--- config.mk ---
export PLATFORM = sky130hd
export DESIGN_NAME = tck_gen
export DESIGN_NICKNAME = d
export VERILOG_FILES = /design/src/rtl/tckgen_pkg.sv /design/src/rtl/tckgen_rate_lut.sv /design/src/rtl/tckgen_sync.sv /design/src/rtl/tckgen_wait_timer.sv /design/src/rtl/tck_gen.sv
export SDC_FILE = /design/constraint.sdc
export NUM_CORES = 1
export LEC_CHECK = 0
export BUFFER_PORTS_ARGS = -buffer_cell sky130_fd_sc_hd__buf_2
export CORE_ASPECT_RATIO = 2
export CORE_MARGIN = 2
export CORE_UTILIZATION = 60
export CTS_BUF_LIST = sky130_fd_sc_hd__clkbuf_4 sky130_fd_sc_hd__clkbuf_8 sky130_fd_sc_hd__clkbuf_16
export CTS_CLUSTER_SIZE = 20
export DETAILED_ROUTE_END_ITERATION = 7
export GPL_TIMING_DRIVEN = 0
export PLACE_DENSITY = 0.84
export RECOVER_POWER = 25
export SYNTH_ARGS = -nofsm -noshare
export SYNTH_HDL_FRONTEND = slang
export SYNTH_SLANG_ARGS = --single-unit
--- constraint.sdc ---
create_clock -name clk -period 8.05 [get_ports clk]
set_clock_uncertainty 0.05 [all_clocks]
set_input_delay 0 -clock clk [delete_from_list [all_inputs] [get_ports clk]]
set_output_delay 0 -clock clk [all_outputs]
set_load 0.05 [all_outputs]
--- src/rtl/tckgen_pkg.sv ---
`timescale 1ns/1ps
package tckgen_pkg;

   localparam int unsigned ADAPTIVE_CODE = 0;
   localparam int unsigned SLOWEST_CODE  = 9;

   // Target TCK frequency for a fixed-rate speed code; out-of-range codes run slowest.
   function automatic int unsigned code_hz(input int unsigned code);
      case (code)
         1:       return 6_000_000;
         2:       return 3_000_000;
         3:       return 1_000_000;
         4:       return 500_000;
         5:       return 200_000;
         6:       return 100_000;
         7:       return 50_000;
         8:       return 20_000;
         default: return 10_000;
      endcase
   endfunction

   // Reference cycles per TCK half-period.
   function automatic int unsigned half_cnt(input int unsigned ref_hz, input int unsigned code);
      return ref_hz / (2 * code_hz(code));
   endfunction

endpackage

--- src/rtl/tckgen_rate_lut.sv ---
`timescale 1ns/1ps
module tckgen_rate_lut
   import tckgen_pkg::*;
#(
   parameter int unsigned REF_HZ = 48_000_000,
   parameter int          CODE_W = 4,
   parameter int          CNT_W  = 12
) (
   input  logic [CODE_W-1:0] code_i,
   output logic [CNT_W-1:0]  half_o,
   output logic              adapt_o
);
   localparam int N_CODES = 2 ** CODE_W;

   logic [CNT_W-1:0] tab [N_CODES];

   generate
      for (genvar g = 0; g < N_CODES; g++) begin : g_tab
         assign tab[g] = CNT_W'(half_cnt(REF_HZ, g));
      end
      if (half_cnt(REF_HZ, 1) < 1) begin : g_chk_ref
         $error("reference clock too slow for the fastest rate");
      end
      if (half_cnt(REF_HZ, SLOWEST_CODE) >= (2 ** CNT_W)) begin : g_chk_w
         $error("counter width too small for the slowest rate");
      end
   endgenerate

   assign half_o  = tab[code_i];
   assign adapt_o = (code_i == CODE_W'(ADAPTIVE_CODE));
endmodule

--- src/rtl/tckgen_sync.sv ---
`timescale 1ns/1ps
module tckgen_sync #(
   parameter int STAGES = 2
) (
   input  logic clk,
   input  logic rst_n,
   input  logic d_i,
   output logic q_o
);
   logic [STAGES-1:0] ff_q;

   generate
      if (STAGES < 2) begin : g_chk
         $error("synchronizer needs at least two stages");
      end
      for (genvar s = 0; s < STAGES; s++) begin : g_stage
         if (s == 0) begin : g_first
            always_ff @(posedge clk or negedge rst_n) begin
               if (!rst_n) ff_q[0] <= 1'b0;
               else        ff_q[0] <= d_i;
            end
         end else begin : g_next
            always_ff @(posedge clk or negedge rst_n) begin
               if (!rst_n) ff_q[s] <= 1'b0;
               else        ff_q[s] <= ff_q[s-1];
            end
         end
      end
   endgenerate

   assign q_o = ff_q[STAGES-1];
endmodule

--- src/rtl/tckgen_wait_timer.sv ---
`timescale 1ns/1ps
module tckgen_wait_timer #(
   parameter int unsigned TIMEOUT_CYC = 65536
) (
   input  logic clk,
   input  logic rst_n,
   input  logic waiting_i,
   input  logic clear_i,
   output logic expired_o
);
   localparam int W = $clog2(TIMEOUT_CYC + 1);

   logic [W-1:0] cnt_q;
   logic         exp_q;

   generate
      if (TIMEOUT_CYC < 2) begin : g_chk
         $error("timeout must be at least two cycles");
      end
   endgenerate

   always_ff @(posedge clk or negedge rst_n) begin
      if (!rst_n) begin
         cnt_q <= '0;
      end else if (!waiting_i) begin
         cnt_q <= '0;
      end else if (cnt_q != W'(TIMEOUT_CYC)) begin
         cnt_q <= cnt_q + W'(1);
      end
   end

   always_ff @(posedge clk or negedge rst_n) begin
      if (!rst_n) begin
         exp_q <= 1'b0;
      end else if (clear_i) begin
         exp_q <= 1'b0;
      end else if (waiting_i && cnt_q == W'(TIMEOUT_CYC - 1)) begin
         exp_q <= 1'b1;
      end
   end

   assign expired_o = exp_q;

   AST_EXPIRE_STICKY: assert property (@(posedge clk) disable iff (!rst_n)
      (expired_o && !clear_i) |=> expired_o);
endmodule

--- src/rtl/tck_gen.sv ---
`timescale 1ns/1ps
module tck_gen
   import tckgen_pkg::*;
#(
   parameter int unsigned REF_HZ      = 48_000_000,
   parameter int          CODE_W      = 4,
   parameter int          SYNC_STAGES = 2,
   parameter int unsigned TIMEOUT_CYC = 65536
) (
   input  logic              clk,
   input  logic              rst_n,
   input  logic              run_i,
   input  logic [CODE_W-1:0] speed_i,
   input  logic              rtck_i,
   output logic              tck_o,
   output logic              bit_stb_o,
   output logic              timeout_o
);
   localparam int unsigned HALF_MAX = half_cnt(REF_HZ, SLOWEST_CODE);
   localparam int          CNT_W    = $clog2(HALF_MAX + 1);

   generate
      if (CODE_W < 4) begin : g_chk_code
         $error("speed code must be at least four bits wide");
      end
   endgenerate

   logic              tck_q, stb_q;
   logic [CODE_W-1:0] act_code_q;
   logic [CNT_W-1:0]  cnt_q, half_w;
   logic              adapt_w, rtck_s;
   logic              advance_w, idle_w, step_w, waiting_w, expired_w;

   tckgen_rate_lut #(.REF_HZ(REF_HZ), .CODE_W(CODE_W), .CNT_W(CNT_W)) u_lut (
      .code_i (act_code_q),
      .half_o (half_w),
      .adapt_o(adapt_w)
   );

   tckgen_sync #(.STAGES(SYNC_STAGES)) u_sync (
      .clk  (clk),
      .rst_n(rst_n),
      .d_i  (rtck_i),
      .q_o  (rtck_s)
   );

   tckgen_wait_timer #(.TIMEOUT_CYC(TIMEOUT_CYC)) u_timer (
      .clk      (clk),
      .rst_n    (rst_n),
      .waiting_i(waiting_w),
      .clear_i  (idle_w),
      .expired_o(expired_w)
   );

   // A high phase always runs to completion, even after run_i drops.
   always_comb begin
      advance_w = run_i | tck_q;
      idle_w    = ~advance_w;
      if (adapt_w) step_w = advance_w && (rtck_s == tck_q);
      else         step_w = advance_w && (cnt_q == half_w - CNT_W'(1));
      waiting_w = advance_w && adapt_w && (rtck_s != tck_q);
   end

   always_ff @(posedge clk or negedge rst_n) begin
      if (!rst_n) begin
         tck_q <= 1'b0;
         stb_q <= 1'b0;
      end else begin
         stb_q <= step_w && !tck_q;
         if (step_w) tck_q <= ~tck_q;
      end
   end

   always_ff @(posedge clk or negedge rst_n) begin
      if (!rst_n)                          cnt_q <= '0;
      else if (!advance_w || adapt_w || step_w) cnt_q <= '0;
      else                                 cnt_q <= cnt_q + CNT_W'(1);
   end

   // New rate enters only at a falling edge or while idle: no shortened phase.
   always_ff @(posedge clk or negedge rst_n) begin
      if (!rst_n)                       act_code_q <= CODE_W'(SLOWEST_CODE);
      else if (idle_w || (step_w && tck_q)) act_code_q <= speed_i;
   end

   assign tck_o     = tck_q;
   assign bit_stb_o = stb_q;
   assign timeout_o = expired_w;

   AST_STB_ON_RISE: assert property (@(posedge clk) disable iff (!rst_n)
      bit_stb_o |-> (tck_o && !$past(tck_o)));
   AST_IDLE_HOLD_LOW: assert property (@(posedge clk) disable iff (!rst_n)
      (!run_i && !tck_o) |=> !tck_o);
   AST_CODE_HELD_HIGH: assert property (@(posedge clk) disable iff (!rst_n)
      (tck_o && $past(tck_o)) |-> (act_code_q == $past(act_code_q)));
   AST_ADAPT_HANDSHAKE: assert property (@(posedge clk) disable iff (!rst_n)
      ($past(adapt_w) && (tck_o != $past(tck_o))) |-> ($past(rtck_s) == $past(tck_o)));
   AST_TIMEOUT_ADAPT_ONLY: assert property (@(posedge clk) disable iff (!rst_n)
      $rose(timeout_o) |-> $past(adapt_w));
endmodule

# --- Yosys cells after proc, flatten, opt, wreduce, memory -nomap -nowiden ---
# Memory sizes are Yosys's and may differ from the RTL's.
# Index checks and enable logic that the tools add are counted.
classes:
  addsub: 3
  n_mul: 0
  div: 0
  order_cmp: 1
  eq_ne: 7
  shift: 0
  mux: 8
  bitwise_logic: 4
  reduce_logical: 13
op_table:
  columns: ["operator", "count"]
  rows:
  - ["$mux 12", 3]
  - ["$mux 17", 2]
  - ["$add 17x1->17 const B", 1]
  - ["$eq 17x16->1 const B", 1]
  - ["$ne 17x17->1 const B", 1]
  - ["$add 12x1->12 const B", 1]
  - ["$eq 12x12->1", 1]
  - ["$sub 12x1->12 const B", 1]
  - ["$logic_and 1x1->1", 7]
  - ["$ge 5x5->1 const B", 1]
  - ["$not 4->5", 1]
  - ["$logic_not 4->1", 1]
  - ["$logic_or 1x1->1", 3]
  - ["$mux 1", 3]
  - ["$logic_not 1->1", 2]
  - ["$ne 2x1->1 const B", 1]
  - ["$ne 2x2->1 const B", 1]
  - ["$not 1->1", 2]
  - ["$eq 1x1->1", 1]
  - ["$ne 1x1->1", 1]
  - ["$or 1x1->1", 1]
totals:
  regBits: 38
  latch_bits: 0
  ram_bits: 0
  rom_bits: 192
  in_bits: 8
  elab_cells: 45
  mem_count: 1
memory_table:
  columns: ["name", "depth", "width", "rd", "rd_clocked_by_memory_dff", "write_ports", "line_no", "text"]
  rows:
  - ["(no name shown)", 16, 12, 1, 0, 0, "tckgen_rate_lut.sv:29", "assign half_o = tab[code_i];"]

# --- Logic depth before layout (Yosys ltp) ---
# Gate-level depths: netlist of run 1.
logic_depth:
  word_depth: 10
  depth_mapped: 14

# --- Modules after synthesis ---
# From an unflattened synthesis of run 1, not the netlist that was laid out.
hier_totals:
  hier_cells: 266
  area_unflattened_um2: 2597.5
by_module_without_submodules:
  columns: ["module", "n_inst", "cells_per_inst", "area_each_um2", "seq_area_each_um2"]
  rows:
  - ["tck_gen", 1, 133, 1308.8, 452.9]
  - ["tckgen_wait_timer", 1, 99, 1008.5, 450.4]
  - ["tckgen_rate_lut", 1, 32, 230.2, 0.0]
  - ["tckgen_sync", 1, 2, 50.0, 50.0]

# --- Least setup slack after synthesis of run 1 ---
# No wires, ideal clock.
synth_timing:
  path_kind: "register to register"
  startpoint: "register act_code_q[2]"
  endpoint: "register cnt_q[10]"
  setup_ns: 0.123
  arrival_ns: 2.571
  t_required_ns: 7.877
  slack_ns: 5.307
  stages_incl_launch_ff: 13
  path_buffers: 2
  synth_period_minus_slack_ns: 2.743
  path_cell_list: "dfrtp_1 buf_4 nor2_1 nand3_1 ha_1 nand2b_1 a211oi_1 nor2_1 xor2_1 nor4b_4 or3_4 buf_8 nor2_4"
synth_between:
  elab_chain_len: 10
synth_rtl:
  columns: ["element", "line_no", "text"]
  rows:
  - ["from (decl)", "tck_gen.sv:29", "logic [CODE_W-1:0] act_code_q;"]
  - ["from (signal assigned)", "tck_gen.sv:82", "if (!rst_n) act_code_q <= CODE_W'(SLOWEST_CODE);"]
  - ["from (signal assigned)", "tck_gen.sv:83", "else if (idle_w || (step_w && tck_q)) act_code_q <= speed_i;"]
  - ["$not 4->5 (implied by the code)", "tckgen_rate_lut.sv:29", null]
  - ["$mem_v2 16x12", null, null]
  - ["$mux 12 (implied by the code) (2 in series)", "tckgen_rate_lut.sv:29", null]
  - ["$sub 12x1->12", "tck_gen.sv:60", "else step_w = advance_w && (cnt_q == half_w - CNT_W'(1));"]
  - ["$eq 12x12->1", "tck_gen.sv:60", null]
  - ["$logic_and 1x1->1", "tck_gen.sv:60", null]
  - ["$mux 1", "tck_gen.sv:59", "if (adapt_w) step_w = advance_w && (rtck_s == tck_q);"]
  - ["$logic_or 1x1->1 *", "tck_gen.sv:76", "else if (!advance_w || adapt_w || step_w) cnt_q <= '0;"]
  - ["$mux 12 *", "tck_gen.sv:76", null]
  - ["to (signal assigned)", "tck_gen.sv:77", "else cnt_q <= cnt_q + CNT_W'(1);"]
  - ["to (decl)", "tck_gen.sv:30", "logic [CNT_W-1:0] cnt_q, half_w;"]
# Mark *: on every way between the ends. The rest lies on a longest branch, timed or not. The select of a mux whose other input is x is not followed.
# A chain may end at the register's enable or synchronous reset.

# --- Final worst setup path of run 1 ---
layout_timing:
  startpoint: "register act_code_q[2]"
  endpoint: "register cnt_q[5]"
# Same word-level chain as after synthesis.

==> flow_metrics.tcl, run 1 <==
set metrics [dict create \
    route.final.wire_length_um 4510 \
    most_common_cell_after_layout_fill_and_taps_aside "sky130_fd_sc_hd__dfrtp_1" \
    synthesis_stage_register_bit_count 38 \
    starting_utilization_of_the_core_area_pct 62.4 \
    post-route-min-period_ns 3.15 \
    clock_latency_ns 0.29 \
    power_leakage_nw 1.05 \
    irDropWorstVdd_v 0.000220 \
    synthesis.area_per_instance_um2 9.92 \
    slew_headroom_pct -33.0 \
    grt_pass1_wl_um 7850 \
    post-cts-setup-buffer-count 0 \
    critical-path-max-stage-delay_ns 0.45 \
    tritoncts.num_buffers 5 \
    worstPathBufferInverterCount 2 \
    clock_path_buffers 2 \
    critical_path.startpoint_type "register" \
    critical_path.reg2reg.endpoint "cnt_q[5]" \
    synth_area_um2 2250 \
    gpl.final_weighted_congestion 0.816 \
    post_route_cells_drive_above_1_share_pct 16.7 \
    hp-class "reg2reg" \
    synthCells 227 \
    cp.required_ns 8.17 \
    rsz0062_at_grt "false" \
    via_per_inst 5.75 \
    worst_path_dominant_cell_family "simple AND/OR/NAND/NOR gates" \
    drcViolationCount 0 \
    hold_path_end "u_sync.q_o" \
    run_status "complete, but fails checks" \
    timing.setup.critical_path_class "reg2reg" \
    path_common_cell "sky130_fd_sc_hd__nor2_1" \
    critical_path_peak_fanout 10 \
    synth_edf_count 0 \
    antenna_left 0 \
    max-cap-violations 1 \
    first_global_vias 1835 \
    worstRegToRegCells 12 \
    die_height_um 90.6 \
    nFillCells 290 \
    mappedNetlistNets 240 \
    grt_start_max_net_pins 39 \
    async_flop_share_pct 100 \
    layout_common_cells "sky130_fd_sc_hd__dfrtp_1 (36), sky130_fd_sc_hd__nor2_1 (25), sky130_fd_sc_hd__nand3_1 (16), sky130_fd_sc_hd__xor2_1 (16), sky130_fd_sc_hd__nand2_1 (14)" \
    worstPathArrival_ns 3.28 \
    critPathSlowestCell "sky130_fd_sc_hd__dfrtp_1" \
    clockRootBuffer "sky130_fd_sc_hd__clkbuf_8" \
    final_hold_viol_count 0 \
    boundaryPins 11 \
    worst-r2r-setup-slack_ns 4.90 \
    layout_worst_path_cycle_share_pct 39.2 \
    num-nets-final 264 \
    ys_seq_area_share_pct 42.4 \
    powerDensity_nw_per_um2 285 \
    detailroute.via_count 1730 \
    drtPass1Iterations 4 \
    die_area_um2 4290 \
    holdWs_ns 0.302 \
    clk_transition_reported_paths_ns 0.08 \
    areaGrowthSynthToFinish_pct 13.2 \
    setup_tns_final_ns 0 \
    antenna_diode_count 0 \
    core_area_um2 3610 \
    tritoncts "done" \
    endpoints_failing_setup 0 \
    cts_htree_levels 2 \
    core.rowCount 31 \
    grt.overflow.total 0 \
    detail_route.iter0.violations 33 \
    crit_path_end_kind "register" \
    crit_path_cell_trace "buf_4, nor2_1, nand3_1, ha_1, nand2b_1, a211oi_1, nor2_1, xor2_1, nor4b_4, or3_4, buf_8, nor2_4" \
    finalMaxSlewViolations 39 \
    violations "max-capacitance violations, max-slew violations" \
    post-route-util_pct 70.7 \
    io_buffers 10 \
    die_wd_um 47.3 \
    ys_warn_count 0 \
    post_synth_num_cell_types 57 \
    tightestPinTransition_ns 1.99 \
    holdPathStages 0 \
    timing.rr.start "act_code_q[2]" \
    grt_use_total_pct 25.2 \
    hold_path_startpoint "u_sync.ff_q[0]" \
    wl_per_cell_um 15.0 \
    post-dp-hpwl_um 3230 \
    cts.sinks 38 \
    grt_antenna_before_repair 0 \
    yosys_most_used_dff "sky130_fd_sc_hd__dfrtp_1" \
    max_clock_freq_mhz 317 \
]
cells in the mapped netlist (3+ instances only):
cell	count	area share, %
sky130_fd_sc_hd__nor2b_1	4	1.1
sky130_fd_sc_hd__o21ai_0	3	0.67
sky130_fd_sc_hd__a21oi_1	4	0.89
sky130_fd_sc_hd__nor2_1	25	4.2
sky130_fd_sc_hd__nand4_1	4	1.1
sky130_fd_sc_hd__and3_1	7	1.9
sky130_fd_sc_hd__nor4_1	4	1.1
sky130_fd_sc_hd__xor2_1	16	6.2
sky130_fd_sc_hd__xnor2_1	12	4.7
sky130_fd_sc_hd__nand3_1	16	3.6
sky130_fd_sc_hd__o2bb2ai_1	4	1.6
sky130_fd_sc_hd__inv_1	8	1.3
sky130_fd_sc_hd__dfrtp_1	36	40
sky130_fd_sc_hd__ha_1	5	2.8
sky130_fd_sc_hd__nand2_1	14	2.3
sky130_fd_sc_hd__nand2b_1	3	0.83
sky130_fd_sc_hd__o21ai_1	3	0.67
sky130_fd_sc_hd__nor2_4	8	4.0
sky130_fd_sc_hd__nor3b_1	3	1.0
layer usage:
metal	track usage, %	up-vias	wire (µm)
li1	-	840	-
met1	25.2	850	1670
met2	44.0	22	2600
met3	4.60	18	61
met4	13.9	0	174
met5	0	-	0
registers in the layout, summed over array words and instances, names as in the netlist:
signal,cells
u_timer.expired_o,1
cnt_q,12
act_code_q,4
u_sync.q_o,1
u_timer.cnt_q,17
tck_o,1
bit_stb_o,1
u_sync.ff_q,1
per-stage QoR:
| stage | worst slack (ns) | std cells | power (mW) | instance area [µm²] |
|---|---|---|---|---|
| 6_report | 4.90 | 301 | 0.727 | 2550 |
| 2_1_floorplan | 5.31 | 227 | 0.494 | 2250 |
| 3_3_place_gp | 4.95 | 286 | 0.549 | 2360 |
| 5_1_grt | 4.63 | 301 | 0.771 | 2550 |
| 3_5_place_dp | 4.92 | 286 | 0.555 | 2360 |
| 4_1_cts | 4.88 | 301 | 0.729 | 2550 |
logic make-up (layout without fill, tap and decap cells):
logic type | count (synthesis) | after routing | share of synthesized area, %
flip-flops | 38 | 38 | 42.4
buffers and inverters | 17 | 42 | 4.22
AO/OA/AOI/OAI | 32 | 32 | 10.4
multiplexers | 1 | 1 | 0.500
XOR/XNOR | 28 | 28 | 10.9
adder cells (fa/ha/maj) | 5 | 5 | 2.78
AND/OR/NAND/NOR | 106 | 106 | 28.8
how the worst max path moves through the flow:
stage	depth (start not counted)	startpoint	endpoint
final	12	act_code_q[2]	cnt_q[5]
after global routing	12	act_code_q[2]	cnt_q[5]
after CTS	12	act_code_q[2]	cnt_q[5]
after detailed placement	12	act_code_q[2]	cnt_q[5]
after global placement	12	act_code_q[2]	cnt_q[5]
after floorplan	12	act_code_q[2]	cnt_q[10]
where the power goes:
part	leakage [nW]	switching [mW]	internal, mW
Combinational	0.472	0.176	0.127
Sequential	0.511	0.0354	0.216
Clock	0.0619	0.0671	0.104
Total	1.05	0.279	0.448
area by class of cell:
cell class | instances | area, µm² | share of cell area, %
Buffer | 6 | 53.8 | 2.11
Clock buffer | 7 | 90.1 | 3.53
Tap cell | 49 | 61.3 | 2.41
Multi-Input combinational cell | 172 | 1200 | 47.2
Timing Repair Buffer | 17 | 116 | 4.57
Inverter | 11 | 41.3 | 1.62
Sequential cell | 38 | 953 | 37.4
Clock inverter | 1 | 30.0 | 1.18
timing repair:
action | in CTS | in global routing
hold buffers | 7 | 0
resized for setup | 0 | 0
endpoints found under the hold margin | 42 | 0
endpoints found under the setup margin | 0 | 0
Power figures use the tool's default switching activity.
==> run 2: changes to the inputs <==
--- a/config.mk
+++ b/config.mk
@@ -8,12 +8,12 @@
 export BUFFER_PORTS_ARGS = -buffer_cell sky130_fd_sc_hd__buf_2
 export CORE_ASPECT_RATIO = 2
 export CORE_MARGIN = 2
-export CORE_UTILIZATION = 60
+export CORE_UTILIZATION = 55
 export CTS_BUF_LIST = sky130_fd_sc_hd__clkbuf_4 sky130_fd_sc_hd__clkbuf_8 sky130_fd_sc_hd__clkbuf_16
 export CTS_CLUSTER_SIZE = 20
 export DETAILED_ROUTE_END_ITERATION = 7
 export GPL_TIMING_DRIVEN = 0
-export PLACE_DENSITY = 0.84
+export PLACE_DENSITY = 0.82
 export RECOVER_POWER = 25
 export SYNTH_ARGS = -nofsm -noshare
 export SYNTH_HDL_FRONTEND = slang
==> constraint.sdc (replaced) <==
create_clock -name clk -period 2.78 [get_ports clk]
set_clock_uncertainty 0.05 [all_clocks]
set_input_delay 0 -clock clk [delete_from_list [all_inputs] [get_ports clk]]
set_output_delay 0 -clock clk [all_outputs]
set_load 0.05 [all_outputs]
==> run 2 against run 1 <==
Net effect: the run ends with max-capacitance violations, max-slew violations, negative setup slack left; global-route usage is 0.24 points lower; final area is 12% higher; sequential power grew to 2.8 times the previous value; clock power grew to 2.8 times the previous value; flip-flop and latch count stayed put; clock-buffer cell count stayed put; non-clock buffer count is 16 higher; sequential share of layout area is 4.0 points lower; worst setup slack worse by 5.0 ns; die area is 8.5% higher; critical endpoint is now act_code_q[2]; largest cell class unchanged; highest routed layer unchanged.
==> flow_metrics.tcl, run 2 (synthesis gave the netlist of run 1 again) <==
set metrics [dict create \
    cts.sinks 38 \
    seqPwrFrac_pct 26.6 \
    die_wd_um 49.2 \
    clockRootBuffer "sky130_fd_sc_hd__clkbuf_8" \
    largest_register_ffs 17 \
    largest_register "u_timer.cnt_q" \
    power_leakage_nw 1.16 \
    setup_tns_final_ns -0.936 \
    grt_start_max_net_pins 39 \
    clock_latency_ns 0.29 \
    rsz0062_at_grt "true" \
    areaGrowthSynthToFinish_pct 27.1 \
    comb_pwr_share_pct 55.6 \
    power.net_switching_mw 1.08 \
    placed_cells 288 \
    max_clock_freq_mhz 344 \
    gpl.final_weighted_congestion 0.816 \
    cts_htree_levels 2 \
    boundaryPins 11 \
    via_per_inst 5.99 \
    totalPowerFinal_mw 2.68 \
    slew_headroom_pct -34.3 \
    post_route_cells_drive_above_1_share_pct 28.7 \
    critical-path-max-stage-delay_ns 0.40 \
    layout_common_cells "sky130_fd_sc_hd__dfrtp_1 (34), sky130_fd_sc_hd__nor2_1 (23), sky130_fd_sc_hd__xor2_1 (16)" \
    antenna_left 0 \
    run_status "complete, but fails checks" \
    max-cap-violations 1 \
    grt_antenna_before_repair 0 \
    clk_transition_reported_paths_ns 0.08 \
    cp.required_ns 2.91 \
    drtPass1Iterations 5 \
    powerDensity_nw_per_um2 937 \
    critical_path_peak_fanout 6 \
    post-dp-hpwl_um 3310 \
    power_frac_clock_pct 17.9 \
    reg_top3 "u_timer.cnt_q (17), cnt_q (12), act_code_q (4)" \
    core.rowCount 32 \
    hp-class "in2reg" \
    first_global_vias 1864 \
    io_buffers 10 \
    most_common_cell_after_layout_fill_and_taps_aside "sky130_fd_sc_hd__dfrtp_1" \
    nFillCells 255 \
    endpoints_failing_setup 16 \
    post-route-min-period_ns 2.91 \
    detailroute.via_count 1910 \
    die_area_um2 4650 \
    final_hold_viol_count 0 \
    wl_per_cell_um 19.1 \
    starting_utilization_of_the_core_area_pct 58.0 \
    tritoncts.num_buffers 5 \
    grt_use_total_pct 24.9 \
    critPathSlowestCell "sky130_fd_sc_hd__dfrtp_2" \
    finalMaxSlewViolations 39 \
    drcViolationCount 0 \
    internal_pwr_total_mw 1.60 \
    worstPathArrival_ns 3.03 \
    crit_path_end_kind "register" \
    route.final.wire_length_um 6080 \
    crit_path_cell_trace "buf_8, inv_8, nand3_4, o21ai_2, nand2_2, ha_4, nand3b_1, a21o_1, a221oi_2, and4b_1, nor4b_4, buf_4, a211o_4, o2bb2ai_2" \
    num-nets-final 280 \
    instance_area_after_placement_um2 2360 \
    finalInstanceArea_um2 2860 \
    holdWs_ns 0.314 \
    tritoncts "done" \
    layout.cells.non_filler 319 \
    netSwitchingFraction_pct 40.3 \
    violations "max-capacitance violations, max-slew violations, negative setup slack" \
    tightestPinTransition_ns 2.01 \
    irDropWorstVdd_v 0.000836 \
    clock_path_buffers 2 \
    core_area_um2 3880 \
    grt_pass1_wl_um 8650 \
    die_height_um 94.5 \
    timing.setup.critical_path_class "reg2reg" \
    critical_path.startpoint_type "register" \
    detail_route.iter0.violations 61 \
    grt.overflow.total 0 \
    antenna_diode_count 0 \
    layout_worst_path_cycle_share_pct 105 \
    final_critical_path_setup_slack_ns -0.126 \
]
## run 2: area by class of cell
class                           instances  area [µm²]  area share [%]
Multi-Input combinational cell        172        1340            46.9
Sequential cell                        38         956            33.4
Timing Repair Buffer                   33         258            9.01
Clock buffer                            7        83.8            2.93
Buffer                                  6        76.3            2.67
Tap cell                               51        63.8            2.23
Inverter                               11        51.3            1.79
Clock inverter                          1        30.0            1.05
## run 2: path summary, 6_finish.rpt
path	depth (start not counted)	slack, ns	endpoint	start
max in group asynchronous	2	0.61	act_code_q[2]	rst_n
worst min register to register	0	0.32	u_sync.q_o	u_sync.ff_q[0]
worst min-delay path	2	0.31	u_sync.ff_q[0]	rtck_i
worst max register to register	14	-0.13	act_code_q[2]	act_code_q[1]
worst max-delay path	14	-0.13	act_code_q[2]	act_code_q[1]
min in group asynchronous	2	0.78	act_code_q[1]	rst_n
## run 2: critical path: cells and delay by family (launching register included)
kind | cells | cell delay (ns)
fa+ha+maj | 1 | 0.19
simple gates | 5 | 0.68
compound gates | 5 | 1.12
buf+inv | 3 | 0.34
flops | 1 | 0.40
## run 2: layer usage
metal,up-vias,track usage (%),wire (µm)
met3,26,3.48,233
met2,69,46.8,3480
met1,941,25.2,2010
met5,-,0,0
li1,874,-,-
met4,0,15.2,355
## run 2: timing repair
item	CTS	global route
hold buffers	7	0
endpoints found under the setup margin	18	18
gates cloned	0	1
pin swaps	5	20
buffers inserted	8	7
hold endpoints to repair	42	0
gates resized for setup	13	25
## run 2: per-stage QoR
stage / util [%] / setup slack, ns
6_report: 73.7 / -0.126
5_1_grt: 73.7 / -0.227
4_1_cts: 68.7 / 0.00972
3_5_place_dp: 60.9 / -0.356
3_3_place_gp: 60.9 / -0.368
2_1_floorplan: - / 0.0365
## run 2: power by group through the flow
stage               logic [mW]  clock network (mW)  registers (mW)
finish                    1.49               0.480           0.712
global route              1.57               0.510           0.719
CTS                       1.10               0.489           0.693
detailed placement       0.867                   0           0.737
global placement         0.848                   0           0.735
floorplan                0.688                   0           0.743
==> run 3: changes to the inputs <==
--- a/config.mk
+++ b/config.mk
@@ -9,7 +9,7 @@
 export CORE_ASPECT_RATIO = 2
 export CORE_MARGIN = 2
 export CORE_UTILIZATION = 55
-export CTS_BUF_LIST = sky130_fd_sc_hd__clkbuf_4 sky130_fd_sc_hd__clkbuf_8 sky130_fd_sc_hd__clkbuf_16
+export CTS_BUF_LIST = sky130_fd_sc_hd__clkbuf_8 sky130_fd_sc_hd__clkbuf_16
 export CTS_CLUSTER_SIZE = 20
 export DETAILED_ROUTE_END_ITERATION = 7
 export GPL_TIMING_DRIVEN = 0
==> run 3 against run 2 <==
Net effect: the flow still finishes with violations (max-capacitance violations, max-slew violations, negative setup slack); die area did not move; sequential power fell by 1%; cell count fell by 0.94%; worst setup slack barely moved; global-route usage rose by 0.067 points; first-iteration DRC count rose by 16%; final area fell by 1.7%; hold slack improved by 0.0018 ns; largest power group unchanged.
==> flow_metrics.tcl, run 3 (synthesis gave the netlist of run 1 again) <==
set metrics [dict create \
    tritoncts.num_buffers 5 \
    worstRegToRegCells 12 \
    num-nets-final 277 \
    clk_transition_reported_paths_ns 0.07 \
    layout_worst_path_cycle_share_pct 105 \
    critical_path_peak_fanout 6 \
    max_clock_freq_mhz 344 \
    grt_use_total_pct 25.0 \
    worstPathArrival_ns 3.03 \
    violations "max-capacitance violations, max-slew violations, negative setup slack" \
    layout_common_cells "sky130_fd_sc_hd__dfrtp_1 (34), sky130_fd_sc_hd__nor2_1 (23), sky130_fd_sc_hd__xor2_1 (16)" \
    hold_path_end "u_sync.ff_q[0]" \
    clockRootBuffer "sky130_fd_sc_hd__clkbuf_8" \
    hp-class "in2reg" \
    powerDensity_nw_per_um2 915 \
    first_global_vias 1862 \
    irDropWorstVdd_v 0.000849 \
    grt_antenna_before_repair 0 \
    critical_path.reg2reg.endpoint "act_code_q[2]" \
    final_critical_path_setup_slack_ns -0.126 \
    post_route_cells_drive_above_1_share_pct 27.2 \
    grt.overflow.total 0 \
    netSwitchingFraction_pct 40.6 \
    die_wd_um 49.2 \
    route.final.wire_length_um 5740 \
    starting_utilization_of_the_core_area_pct 58.0 \
    post-dp-hpwl_um 3310 \
    wl_per_cell_um 18.2 \
    clock_latency_ns 0.29 \
    detailroute.via_count 1891 \
    totalPowerFinal_mw 2.57 \
    max-cap-violations 1 \
    cts.sinks 38 \
    cts_htree_levels 2 \
    detail_route.iter0.violations 71 \
    most_common_cell_after_layout_fill_and_taps_aside "sky130_fd_sc_hd__dfrtp_1" \
    seqPwrFrac_pct 27.3 \
    holdWs_ns 0.316 \
    timing.setup.critical_path_class "reg2reg" \
    grt_pass1_wl_um 8660 \
    clock_path_buffers 2 \
    via_per_inst 5.98 \
    comb_pwr_share_pct 55.2 \
    drtPass1Iterations 4 \
    internal_pwr_total_mw 1.53 \
    gpl.final_weighted_congestion 0.816 \
    critical_path.startpoint_type "register" \
    nFillCells 266 \
    io_buffers 10 \
    endpoints_failing_setup 17 \
    grt_start_max_net_pins 39 \
    boundaryPins 11 \
    hold_path_startpoint "rtck_i" \
    power_frac_clock_pct 17.5 \
    largest_register "u_timer.cnt_q" \
    holdPathStages 2 \
    power_leakage_nw 1.14 \
    areaGrowthSynthToFinish_pct 25.0 \
    final_hold_viol_count 0 \
    core_area_um2 3880 \
    antenna_diode_count 0 \
    largest_register_ffs 17 \
    finalMaxSlewViolations 39 \
    timing.rr.start "act_code_q[3]" \
    slew_headroom_pct -35.1 \
    rsz0062_at_grt "true" \
    antenna_left 0 \
    drcViolationCount 0 \
    die_height_um 94.5 \
    cp.required_ns 2.90 \
    crit_path_end_kind "register" \
    tightestPinTransition_ns 2.03 \
    reg_top3 "u_timer.cnt_q (17), cnt_q (12), act_code_q (4)" \
    post-route-min-period_ns 2.91 \
    worst-r2r-setup-slack_ns -0.13 \
    tritoncts "done" \
    power.net_switching_mw 1.05 \
    die_area_um2 4650 \
    core.rowCount 32 \
    run_status "complete, but fails checks" \
]
## run 3: worst max path at each step
stage | to | from | slack (ns)
5_1_grt | act_code_q[2] | act_code_q[3] | -0.16
3_5_place_dp | cnt_q[4] | act_code_q[2] | -0.36
4_1_cts | cnt_q[2] | act_code_q[2] | 0.01
3_3_place_gp | cnt_q[6] | act_code_q[2] | -0.37
6_report | act_code_q[2] | act_code_q[3] | -0.13
2_1_floorplan | cnt_q[4] | act_code_q[2] | 0.04
## run 3: metal layers
layer,track usage (%),up-vias,share of wire [%]
met5,0,-,0
met4,15.2,0,6.7
met3,3.48,30,2.9
met2,47.3,63,57
met1,25.0,927,33
li1,-,871,-
## run 3: stage by stage
step	area [µm²]	cells	setup TNS (ns)	util, %	setup slack [ns]
after floorplan	2250	227	0	-	0.0365
after global placement	2360	288	-5.00	60.9	-0.368
after detailed placement	2360	288	-4.90	60.9	-0.356
after CTS	2660	311	0	68.5	0.00967
after global routing	2810	316	-2.08	72.4	-0.164
final	2810	316	-1.04	72.4	-0.126
## run 3: layout make-up
cell class                 count  area [µm²]  share of cell area, %
multi-input combinational    172        1330                   47.4
tap                           51        63.8                   2.27
buffer                         6        72.6                   2.58
timing repair buffer          30         231                   8.23
sequential                    38         956                   34.0
clock inverter                 3        37.5                   1.33
clock buffer                   5        68.8                   2.45
inverter                      11        48.8                   1.73
## run 3: worst max-delay path, cell delays in order, from the launching register on
cell	delay, ns
sky130_fd_sc_hd__dfstp_2	0.54
sky130_fd_sc_hd__buf_6	0.12
sky130_fd_sc_hd__inv_2	0.06
sky130_fd_sc_hd__nand2_2	0.09
sky130_fd_sc_hd__ha_4	0.18
sky130_fd_sc_hd__nand3b_1	0.16
sky130_fd_sc_hd__a21o_1	0.21
sky130_fd_sc_hd__a221oi_2	0.32
sky130_fd_sc_hd__and4b_1	0.25
sky130_fd_sc_hd__nor4b_4	0.15
sky130_fd_sc_hd__buf_4	0.16
sky130_fd_sc_hd__a211o_4	0.36
sky130_fd_sc_hd__o2bb2ai_1	0.13
## run 3: power by group through the flow
stage	sequential (mW)	clock, mW	combinational, mW
finish	0.704	0.451	1.42
global route	0.712	0.485	1.49
CTS	0.693	0.463	1.10
detailed placement	0.737	0	0.867
global placement	0.735	0	0.848
floorplan	0.743	0	0.688
## run 3: what timing repair did
item	CTS	global route
cloned	0	1
hold buffers	7	0
endpoints found under the hold margin	42	0
pin swaps	5	21
setup buffers	8	4
gates resized for setup	13	21
endpoints found under the setup margin	18	18
